File: src/rtl/pll_ctl_pkg.sv
package pll_ctl_pkg;
  localparam int DATA_W = 8;
  localparam logic ADDR_CTRL  = 1'b0;
  localparam logic ADDR_RANGE = 1'b1;

  localparam int B_EN   = 0;
  localparam int B_SRC  = 1;
  localparam int B_IE   = 2;
  localparam int B_AUTO = 3;
  localparam int B_LOCK = 6;
  localparam int B_FLAG = 7;

  function automatic logic [DATA_W-1:0] ctrl_word(input logic en, input logic src,
                                                  input logic ie, input logic auto_m,
                                                  input logic lock, input logic flag);
    logic [DATA_W-1:0] w;
    w = '0;
    w[B_EN]   = en;
    w[B_SRC]  = src;
    w[B_IE]   = ie;
    w[B_AUTO] = auto_m;
    w[B_LOCK] = lock;
    w[B_FLAG] = flag & auto_m;
    return w;
  endfunction

  function automatic logic is_transition(input logic now_v, input logic was_v);
    return now_v ^ was_v;
  endfunction
endpackage

File: src/rtl/pll_lock_edge.sv
module pll_lock_edge #(
  parameter int SYNC_STAGES = 2
) (
  input  logic clk,
  input  logic rst_n,
  input  logic lock_async,
  output logic lock_sync,
  output logic lock_chg
);
  import pll_ctl_pkg::*;

  logic [SYNC_STAGES-1:0] stage_q;
  logic                   last_q;

  generate
    for (genvar i = 0; i < SYNC_STAGES; i++) begin : g_sync
      if (i == 0) begin : g_first
        always_ff @(posedge clk or negedge rst_n) begin
          if (!rst_n) stage_q[0] <= 1'b0;
          else        stage_q[0] <= lock_async;
        end
      end else begin : g_next
        always_ff @(posedge clk or negedge rst_n) begin
          if (!rst_n) stage_q[i] <= 1'b0;
          else        stage_q[i] <= stage_q[i-1];
        end
      end
    end
  endgenerate

  always_ff @(posedge clk or negedge rst_n) begin
    if (!rst_n) last_q <= 1'b0;
    else        last_q <= stage_q[SYNC_STAGES-1];
  end

  assign lock_sync = stage_q[SYNC_STAGES-1];
  assign lock_chg  = is_transition(stage_q[SYNC_STAGES-1], last_q);
endmodule

File: src/rtl/pll_range_reg.sv
module pll_range_reg #(
  parameter int W = 8,
  parameter logic [W-1:0] RST_VAL = 8'h40
) (
  input  logic         clk,
  input  logic         rst_n,
  input  logic         wr_hit,
  input  logic [W-1:0] wdata,
  input  logic         loop_on,
  output logic [W-1:0] range_q,
  output logic         zero_now
);
  logic take;
  logic wr_zero;

  assign take    = wr_hit & ~loop_on;
  assign wr_zero = take & (wdata == '0);

  always_ff @(posedge clk or negedge rst_n) begin
    if (!rst_n)    range_q <= RST_VAL;
    else if (take) range_q <= wdata;
  end

  // zero now, or becoming zero on this edge
  assign zero_now = (range_q == '0) | wr_zero;
endmodule

File: src/rtl/pll_ctrl_reg.sv
module pll_ctrl_reg (
  input  logic       clk,
  input  logic       rst_n,
  input  logic       wr_hit,
  input  logic       rd_hit,
  input  logic [3:0] wdata,
  input  logic       range_zero,
  input  logic       lock_chg,
  output logic       en_q,
  output logic       src_q,
  output logic       ie_q,
  output logic       auto_q,
  output logic       flag_q,
  output logic       set_ev,
  output logic       clr_ev
);
  import pll_ctl_pkg::*;

  assign set_ev = lock_chg & auto_q;
  assign clr_ev = rd_hit & flag_q & auto_q;

  always_ff @(posedge clk or negedge rst_n) begin
    if (!rst_n) begin
      en_q   <= 1'b0;
      src_q  <= 1'b0;
      ie_q   <= 1'b0;
      auto_q <= 1'b0;
    end else begin
      if (wr_hit) begin
        ie_q   <= wdata[B_IE];
        auto_q <= wdata[B_AUTO];
      end
      if (range_zero) begin
        en_q  <= 1'b0;
        src_q <= 1'b0;
      end else if (wr_hit) begin
        en_q  <= wdata[B_EN];
        src_q <= wdata[B_SRC];
      end
    end
  end

  always_ff @(posedge clk or negedge rst_n) begin
    if (!rst_n)       flag_q <= 1'b0;
    else if (!auto_q) flag_q <= 1'b0;
    else if (set_ev)  flag_q <= 1'b1;
    else if (clr_ev)  flag_q <= 1'b0;
  end
endmodule

File: src/rtl/pll_ctl_interlock.sv
module pll_ctl_interlock #(
  parameter int SYNC_STAGES = 2,
  parameter logic [7:0] RANGE_RST = 8'h40
) (
  input  logic       clk,
  input  logic       rst_n,
  input  logic       bus_wr,
  input  logic       bus_rd,
  input  logic       bus_addr,
  input  logic [7:0] bus_wdata,
  output logic [7:0] bus_rdata,
  input  logic       lock_in,
  output logic       pll_en,
  output logic [7:0] range_val,
  output logic       auto_bw,
  output logic       irq_en,
  output logic       pll_irq,
  output logic       vco_src_sel
);
  import pll_ctl_pkg::*;

  logic lock_sync, lock_chg;
  logic range_zero;
  logic flag_q, set_ev, clr_ev;
  logic ctrl_wr, range_wr, ctrl_rd;

  assign ctrl_wr  = bus_wr & (bus_addr == ADDR_CTRL);
  assign range_wr = bus_wr & (bus_addr == ADDR_RANGE);
  assign ctrl_rd  = bus_rd & (bus_addr == ADDR_CTRL);

  pll_lock_edge #(.SYNC_STAGES(SYNC_STAGES)) u_edge (
    .clk(clk), .rst_n(rst_n), .lock_async(lock_in),
    .lock_sync(lock_sync), .lock_chg(lock_chg)
  );

  pll_range_reg #(.W(DATA_W), .RST_VAL(RANGE_RST)) u_range (
    .clk(clk), .rst_n(rst_n), .wr_hit(range_wr), .wdata(bus_wdata),
    .loop_on(pll_en), .range_q(range_val), .zero_now(range_zero)
  );

  pll_ctrl_reg u_ctrl (
    .clk(clk), .rst_n(rst_n), .wr_hit(ctrl_wr), .rd_hit(ctrl_rd),
    .wdata(bus_wdata[3:0]), .range_zero(range_zero), .lock_chg(lock_chg),
    .en_q(pll_en), .src_q(vco_src_sel), .ie_q(irq_en), .auto_q(auto_bw),
    .flag_q(flag_q), .set_ev(set_ev), .clr_ev(clr_ev)
  );

  assign pll_irq   = flag_q & auto_bw & irq_en;
  assign bus_rdata = (bus_addr == ADDR_RANGE) ? range_val :
                     ctrl_word(pll_en, vco_src_sel, irq_en, auto_bw, lock_sync, flag_q);
endmodule

File: config.mk
export PLATFORM = sky130hd
export DESIGN_NAME = pll_ctl_interlock
export DESIGN_NICKNAME = d
export VERILOG_FILES = /design/src/rtl/pll_ctl_pkg.sv /design/src/rtl/pll_lock_edge.sv /design/src/rtl/pll_range_reg.sv /design/src/rtl/pll_ctrl_reg.sv /design/src/rtl/pll_ctl_interlock.sv
export SDC_FILE = /design/constraint.sdc
export NUM_CORES = 1
export LEC_CHECK = 0
export BUFFER_PORTS_ARGS = -buffer_cell sky130_fd_sc_hd__buf_2
export CAP_MARGIN = 5
export CORE_MARGIN = 3
export CORE_UTILIZATION = 40
export CTS_CLUSTER_DIAMETER = 120
export CTS_CLUSTER_SIZE = 16
export DETAILED_ROUTE_END_ITERATION = 10
export PLACE_DENSITY = 0.71
export SETUP_SLACK_MARGIN = 0.2
export SYNTH_ARGS = -nofsm -noshare
export SYNTH_HDL_FRONTEND = slang
export SYNTH_SLANG_ARGS = --single-unit
File: constraint.sdc
create_clock -name clk -period 2 [get_ports clk]
set_clock_uncertainty 0.1 [all_clocks]
set_input_delay 0.1 -clock clk [delete_from_list [all_inputs] [get_ports clk]]
set_output_delay 0.1 -clock clk [all_outputs]
set_load 0.02 [all_outputs]
==> run summary <==
Status: complete, no violations
Buffers from clock root to sink, at most: 2
Number of storage elements in the synthesis netlist: 16
Final Critical Period: 1.47 ns
Hold violation total from the final report: 0
Final setup violation count: 0
Dominant cell type by area after synthesis: dfrtp_1
Final design utilization: 66.2%
Category of the critical setup timing path: in -> reg
Layout area overhead: 45.8%
Static Leak: 0.504 nW
Clock root buffer: clkbuf_4
Synth Warn #: 0
Worst slack at placement: 0.643 ns
IO Pins: 35
Routed vias: 599
Launching element type of the critical path: input port
Number of gates given a new drive strength after cts: 0
Ratio of routed vias to standard cells: 4.79
Routed wirelength normalized by instance count: 13.3 um
Area after DPL: 918 sq um
Final standard cell area without fillers: 1050 sq um
Timing-limited maximum frequency: 682 MHz
Total power density per cell area: 982 nW/um^2
Number of I/O port buffers: 34
Syn nets: 68
Cell Rows: 14
Sequential-to-total area share from yosys stat: 55.5%
Antenna cell count: 0
Cells after Synth: 54
Largest net degree at the start of global routing: 17
Post-synth top area share: 51.9%
Chip Height: 48.5 um
Synth async-reset ratio: 100%
Max VDD drop: 0.587 mV
Final net count: 116
Slew Limit Headroom: 76.7%
Most area-consuming cells after synthesis: dfrtp_1 (52%), mux2_2 (23%), or4_1 (4.2%)
Total half-perimeter wirelength after legalization and detailed placement: 1.20 mm
Most used standard cells in the synthesized netlist: dfrtp_1 (15), mux2_2 (15), or4_1 (4)
Final weighted congestion of routability-driven global placement: 0.701
Via count of the first global-routing pass: 581
Post-detailed-routing wire length: 1.66 mm
Classification of the worst-slack hold path: in -> reg
Fraction of final layout cells sized beyond drive strength 1: 55.4%
Count of antenna-violating nets left after detailed routing: 0
Critical path endpoint category: flop
Number of sinks handled by clock tree synthesis: 16
Share of the cycle needed by the critical path after routing: 73.3%
Max-cap viol count: 0
Chip Width: 48.5 um
Largest fanout on the critical path: 3
Arrival time at the worst endpoint: 1.53 ns
RSZ-0062 raised after global routing: false
Mean instance size in the synthesized netlist: 13.4 sq um
Inserted Clock Buffers: 3
Required time worst endpoint: 2.07 ns
Netlist area before placement: 723 sq um
Length of the first detailed-routing pass in iterations: 4
Global-route wire length before repair: 2.84 mm
Most instantiated flip-flop cell in the synthesis netlist: dfrtp_1
Final sum of negative setup slack: 0 ns
Cell variety after synth: 18
Area of the placeable core: 1590 sq um
Number of enable flip-flop cells after synthesis: 0
Global-route congestion overflow total: 0
Clock transition time at the flip-flop clock pins of the worst setup and hold paths: 0.09 ns
Total die area: 2350 sq um
Count of final max-slew check failures: 0
Clock H-tree levels: 1
Antenna violations before repair: 0
DRC: 0
Fillers: 131
Worst setup slack after layout: 0.534 ns
CTS tree: done
Violation count after the first detailed-routing iteration: 2
Worst Max-Slew Pin Slew: 0.350 ns
Clk_lat worst skew: 0.28 ns
Global-route total usage across every layer: 15.3%
Post-layout power: 0.00104 W
Initial core utilization: 45.4%
## layout by cell type, fill, tap and decap left out
| master | instances |
|---|---|
| and2b_1 | 1 |
| nand3b_2 | 1 |
| dfrtp_1 | 15 |
| dlygate4sd3_1 | 10 |
| inv_1 | 1 |
| mux2i_1 | 2 |
| buf_2 | 34 |
| a21boi_0 | 1 |
| nor2_1 | 2 |
| mux2_2 | 15 |
| and2_1 | 2 |
| nand2_1 | 2 |
| or4_1 | 4 |
| clkbuf_4 | 3 |
| o21ai_0 | 2 |
| nor3_1 | 1 |
| and3_1 | 1 |
| clkbuf_8 | 1 |
| nor3_2 | 1 |
| dfstp_2 | 1 |
| xnor2_1 | 1 |
## area by class of cell
class / instances / area [sq um] / share of cell area (%)
tap: 24 / 30.0 / 2.85
multi-input combinational: 36 / 313 / 29.7
inverter: 1 / 3.75 / 0.356
sequential: 16 / 402 / 38.1
clock buffer: 4 / 36.3 / 3.44
timing repair buffer: 44 / 270 / 25.6
## state kept, by name, summed over array words and instances, names as in the netlist
name and count:
u_ctrl.auto_q 1, u_ctrl.en_q 1, u_ctrl.flag_q 1, u_ctrl.ie_q 1, u_ctrl.src_q 1, u_edge.last_q 1
u_edge.lock_sync 1, u_edge.stage_q 1, u_range.range_q 8
## power breakdown
part / total, W / internal (W) / switching [W]
clock network: 0.000208 / 0.000111 / 0.0000971
logic: 0.000377 / 0.000166 / 0.000212
registers: 0.000450 / 0.000393 / 0.0000574
total: 0.00104 / 0.000669 / 0.000366
## what timing repair did
item | in CTS | in global routing
hold buffers | 10 | 0
setup buffers | 0 | 0
hold endpoints to repair | 27 | 0
## logic make-up (layout without fill, tap and decap cells)
family                 count (synthesis)  count (layout)  synth area share [%]
flip-flops                            16              16                  55.5
XOR/XNOR                               1               1                  1.21
buffers and inverters                  2              49                  1.21
multiplexers                          17              17                  26.1
AND/OR/NAND/NOR                       15              15                  13.5
AO/OA/AOI/OAI                          3               3                  2.42
## metrics by stage
stage | hold slack [ns] | instances
CTS | 0.0455 | 125
floorplan | -0.296 | 54
global route | 0.0570 | 125
finish | 0.0405 | 125
detailed placement | -0.0697 | 111
global placement | -0.0683 | 111
## final timing paths
| kind | startpoint | end | slack, ns | depth (start not counted) |
|---|---|---|---|---|
| setup / recovery | bus_wdata[0] | u_ctrl.src_q | 0.53 | 5 |
| hold / removal | bus_rd | u_ctrl.flag_q | 0.04 | 4 |
| setup reg to reg | u_range.range_q[5] | u_ctrl.src_q | 0.62 | 3 |
| hold reg to reg | u_edge.stage_q[0] | u_edge.lock_sync | 0.26 | 0 |
| max in group asynchronous | rst_n | u_range.range_q[6] | 1.35 | 2 |
| min in group asynchronous | rst_n | u_range.range_q[2] | 0.15 | 2 |
## layer usage
metal	wire (um)	global-route usage, %	up-vias
li1	-	-	290
met4	10	5.69	0
met2	720	24.1	29
met3	113	2.76	2
met1	815	21.1	278
met5	0	0	-
## critical path, cell delays in order
cell and delay, ns:
dlygate4sd3_1 0.53, buf_2 0.13, or4_1 0.55, nor3_2 0.16, nor3_1 0.05
Power figures use the tool's default switching activity.
